## src/rtl/bscan_pkg.sv

```systemverilog
package bscan_pkg;
  typedef struct packed {
    logic cap;     // capture this rising edge
    logic capInv;  // capture selects inverted shadow value
    logic shift;   // shift this rising edge
    logic upd;     // update shadow on falling edge
    logic drive;   // outputs come from shadow latches
  } bsStrobe_t;
endpackage

```

## src/rtl/bscan_ctrl.sv

```systemverilog
module bscan_ctrl (
  input  logic                 rstN,
  input  logic                 captureEn,
  input  logic                 shiftEn,
  input  logic                 updateEn,
  input  logic                 testMode,
  input  logic                 selfTest,
  output bscan_pkg::bsStrobe_t strobe
);
  always_comb begin
    strobe.cap    = captureEn;
    strobe.capInv = selfTest;
    strobe.shift  = shiftEn & ~captureEn;  // capture wins
    strobe.upd    = updateEn;
    strobe.drive  = testMode & rstN;       // reset forces normal mode
  end
endmodule

```

## src/rtl/bscan_dp.sv

```systemverilog
module bscan_dp #(
  parameter int CELLS = 8
) (
  input  logic                 tck,
  input  logic                 rstN,
  input  logic                 tdi,
  input  bscan_pkg::bsStrobe_t strobe,
  input  logic [CELLS-1:0]     funcIn,
  output logic [CELLS-1:0]     funcOut,
  output logic [CELLS-1:0]     shiftQ,
  output logic [CELLS-1:0]     shadowQ,
  output logic                 tdo
);
  localparam int LAST = CELLS - 1;

  for (genvar i = 0; i < CELLS; i++) begin : gCell
    logic serialIn;
    logic capVal;
    if (i == LAST) begin : gEnd
      assign serialIn = tdi;
    end else begin : gMid
      assign serialIn = shiftQ[i+1];
    end
    assign capVal = strobe.capInv ? ~shadowQ[i] : funcIn[i];

    always_ff @(posedge tck or negedge rstN) begin
      if (!rstN)             shiftQ[i] <= 1'b0;
      else if (strobe.cap)   shiftQ[i] <= capVal;
      else if (strobe.shift) shiftQ[i] <= serialIn;
    end

    always_ff @(negedge tck or negedge rstN) begin
      if (!rstN)           shadowQ[i] <= 1'b0;
      else if (strobe.upd) shadowQ[i] <= shiftQ[i];
    end

    assign funcOut[i] = strobe.drive ? shadowQ[i] : funcIn[i];
  end

  assign tdo = shiftQ[0];
endmodule

```

## src/rtl/bscan_chain.sv

```systemverilog
module bscan_chain #(
  parameter int CELLS = 8
) (
  input  logic             tck,
  input  logic             rstN,
  input  logic             tdi,
  output logic             tdo,
  input  logic             captureEn,
  input  logic             shiftEn,
  input  logic             updateEn,
  input  logic             testMode,
  input  logic             selfTest,
  input  logic [CELLS-1:0] funcIn,
  output logic [CELLS-1:0] funcOut
);
  bscan_pkg::bsStrobe_t strobe;
  logic [CELLS-1:0] shiftQ;
  logic [CELLS-1:0] shadowQ;

  bscan_ctrl uCtrl (
    .rstN(rstN), .captureEn(captureEn), .shiftEn(shiftEn),
    .updateEn(updateEn), .testMode(testMode), .selfTest(selfTest),
    .strobe(strobe)
  );

  bscan_dp #(.CELLS(CELLS)) uDp (
    .tck(tck), .rstN(rstN), .tdi(tdi), .strobe(strobe),
    .funcIn(funcIn), .funcOut(funcOut), .shiftQ(shiftQ),
    .shadowQ(shadowQ), .tdo(tdo)
  );
endmodule

```

## config.mk

```make
export PLATFORM = sky130hd
export DESIGN_NAME = bscan_chain
export DESIGN_NICKNAME = d
export VERILOG_FILES = /design/src/rtl/bscan_pkg.sv /design/src/rtl/bscan_ctrl.sv /design/src/rtl/bscan_dp.sv /design/src/rtl/bscan_chain.sv
export SDC_FILE = /design/constraint.sdc
export NUM_CORES = 1
export LEC_CHECK = 0
export BUFFER_PORTS_ARGS = -buffer_cell sky130_fd_sc_hd__buf_2
export CORE_MARGIN = 4
export CORE_UTILIZATION = 36
export DETAILED_ROUTE_END_ITERATION = 6
export PLACE_DENSITY_LB_ADDON = 0.2
export SLEW_MARGIN = 25
export SYNTH_ARGS = -nofsm -noshare
export SYNTH_HDL_FRONTEND = slang
export SYNTH_SLANG_ARGS = --single-unit
```

## constraint.sdc

```tcl
create_clock -name tck -period 2 [get_ports tck]
set_clock_uncertainty 0.2 [all_clocks]
set_input_delay 0.2 -clock tck [delete_from_list [all_inputs] [get_ports tck]]
set_output_delay 0.2 -clock tck [all_outputs]
set_load 0.02 [all_outputs]
```

==> impl_metrics.yaml <==
outcome:
  status: "finished, violations left"
  violations: "negative setup slack"
drt:
  firstDrtPassIters: 3
  wl_per_cell_um: 13.89
  vias_per_cell: 4.948
  antenna_left: 0
  wl_um: 2125
  vias: 757
  drt_iter0_drc: 13
  drc: 0
place:
  gp_congestion: 0.7445
  portBuffers: 24
  place_ws_ns: -0.1673
  hpwlAfterDp_um: 1373
synthesis:
  synth.cell_area_um2: 843.3
  ys_types: 14
  synth_cells: 78
  syn_nets: 94
  synth_seq_area_share_pct: 47.48
  synth-seq-cells: 16
  yosysWarnings: 0
  syn_avg_cell_area_um2: 10.81
finish:
  layout_commonest_cell: "buf_4"
  fin_util_pct: 58.99
  drive_above_1_share_pct: 56.00
  area_growth_syn_to_layout_pct: 54.75
  finalNetCount: 142
  final_cell_mix: "buf_4 (22), buf_2 (16), mux2_4 (15)"
  diodes: 0
timing:
  rsz0062_at_grt: "true"
  holdWs_ns: 0.01607
  tightest_slew_ns: 0.3119
  final_hold_viol_count: 0
  report.final.slew_viol_count: 0
  fin_ws_ns: -0.4457
  setup_viol: 21
  max-slew-margin-rel_pct: 79.14
worst_setup_path:
  startpoint_type: "register"
  cp.depth: 2
  regToRegSetupSlack_ns: -0.15
  cp_slowest_cell: "dfrtn_1"
  cp_data_arrival_time_ns: 2.05
  reg2reg_depth: 5
  crit_family: "flip-flops"
  reg2reg_from: "uDp.shadowQ[4]$_DFFE_NN0P_"
  worstPathCellList: "mux2_4 > buf_6"
  criticalPathCategory: "reg2out"
  crit_buf_inv: 1
  crit_path_start: "uDp.shadowQ[4]$_DFFE_NN0P_"
  cp_max_fo: 2
  slowest_delay_ns: 0.36
  cp-endpoint: "funcOut[4]"
  end_kind: "output port"
  timing.rr.end: "uDp.gCell[3].serialIn$_DFFE_PN0P_"
  cp.required_ns: 1.60
die:
  die_y_um: 56.40
  die_area_um2: 3181
  coreArea_um2: 2212
  placementRows: 17
  fp.dieW_um: 56.40
  ios: 25
  start_util_pct: 38.12
global_route:
  grt_pass1_vias: 766
  grt.total_usage_pct: 13.95
  grt_pass1_wl_um: 3477
  gr-total-overflow: 0
  grt_start_max_net_pins: 17
  antenna_found_initial: 0
clock_tree:
  clock-root-buffer: "clkbuf_4"
  cts_tree: "done"
  clock-sinks: 16
  cts.clk_slew.worst_paths_ns: 0.10
  clock_latency_ns: 0.28
  numCtsBuffers: 3
  htree_levels: 1
  clock_path_buffers: 2
power:
  power.static_leakage_nw: 0.6436
  p_per_area_nw_per_um2: 751.6
  ir_worst_vdd_v: 0.0005044
hold_path:
  worstHoldPathType: "in2reg"
run:
  cap_violations: 0
[per-stage QoR]
stage / total power [W] / instance area [µm²] / instances / setup TNS (ns)
floorplan: 0.0005645 / 884.6 / 78 / -0.3160
global placement: 0.0006747 / 1109 / 139 / -2.400
detailed placement: 0.0006817 / 1109 / 139 / -2.534
CTS: 0.0009621 / 1264 / 150 / -3.908
global route: 0.001039 / 1305 / 153 / -4.805
finish: 0.0009808 / 1305 / 153 / -3.985
[registers in the layout, summed over array words and instances, names as in the netlist]
| signal | cells |
|---|---|
| uDp.gCell.serialIn | 7 |
| uDp.shadowQ | 8 |
| uDp.tdo | 1 |
[final cells by class]
cell class / count / area (µm²)
timing repair buffer: 48 / 355.3
sequential: 16 / 401.6
clock buffer: 4 / 36.28
tap: 28 / 35.03
multi-input combinational: 57 / 476.7
fill: 194 / 907.1
[logic make-up (layout without fill, tap and decap cells)]
| family | Yosys count | after routing | synth area share (%) |
|---|---|---|---|
| DFF | 16 | 16 | 47.48 |
| AOI/OAI and AO/OA | 24 | 24 | 16.62 |
| muxes | 16 | 16 | 21.36 |
| buffers and inverters | 5 | 52 | 3.560 |
| and+or+nand+nor | 17 | 17 | 10.98 |
[tightest hold or removal path, delay by kind of cell]
family / cells / cell delay [ns]
AOI/OAI and AO/OA: 2 / 0.17
buffers and inverters: 1 / 0.09
[metal layers]
metal | global-route usage (%) | up-vias | part of all wire (%)
li1 | - | 377 | -
met1 | 17.69 | 360 | 47
met2 | 22.70 | 16 | 47
met3 | 3.218 | 4 | 4.8
met4 | 5.763 | 0 | 0.99
met5 | 0 | - | 0
[worst min-delay path by stage]
stage,from,to,depth (start not counted)
2_1_floorplan,rstN,uDp.gCell[0].serialIn$_DFFE_PN0P_,0
3_3_place_gp,rstN,uDp.gCell[6].serialIn$_DFFE_PN0P_,2
3_5_place_dp,rstN,uDp.gCell[5].serialIn$_DFFE_PN0P_,2
4_1_cts,funcIn[0],uDp.tdo$_DFFE_PN0P_,3
5_1_grt,funcIn[7],uDp.gCell[6].serialIn$_DFFE_PN0P_,3
6_report,funcIn[4],uDp.gCell[3].serialIn$_DFFE_PN0P_,3
[report_power, final]
| group | leakage, nW | internal (W) | total, W | switching (W) |
|---|---|---|---|---|
| logic | 0.443 | 0.000220 | 0.000362 | 0.000143 |
| clock network | 0.0210 | 0.000111 | 0.000213 | 0.000102 |
| registers | 0.180 | 0.000378 | 0.000406 | 0.0000281 |
[repair_timing]
item	4_1_cts	5_1_grt
hold buffers	2	0
pin swaps	7	2
gates resized for setup	25	5
setup buffers	6	4
endpoints found under the hold margin	9	0
gates cloned	0	0
setup endpoints to repair	17	24
[synthesized netlist by cell type]
cell type	instances	area (µm²)
a211oi_1	8	60.06
a21oi_1	8	40.04
and2b_1	5	37.54
buf_2	2	10.01
buf_4	2	15.01
clkbuf_2	1	5.000
dfrtn_1	8	200.2
dfrtp_1	8	200.2
mux2_2	16	180.2
nand2_1	8	30.03
nand2_2	1	6.260
nor2b_1	3	18.77
o21ai_0	6	30.03
o21ai_1	2	10.01
Power figures use the tool's default switching activity.
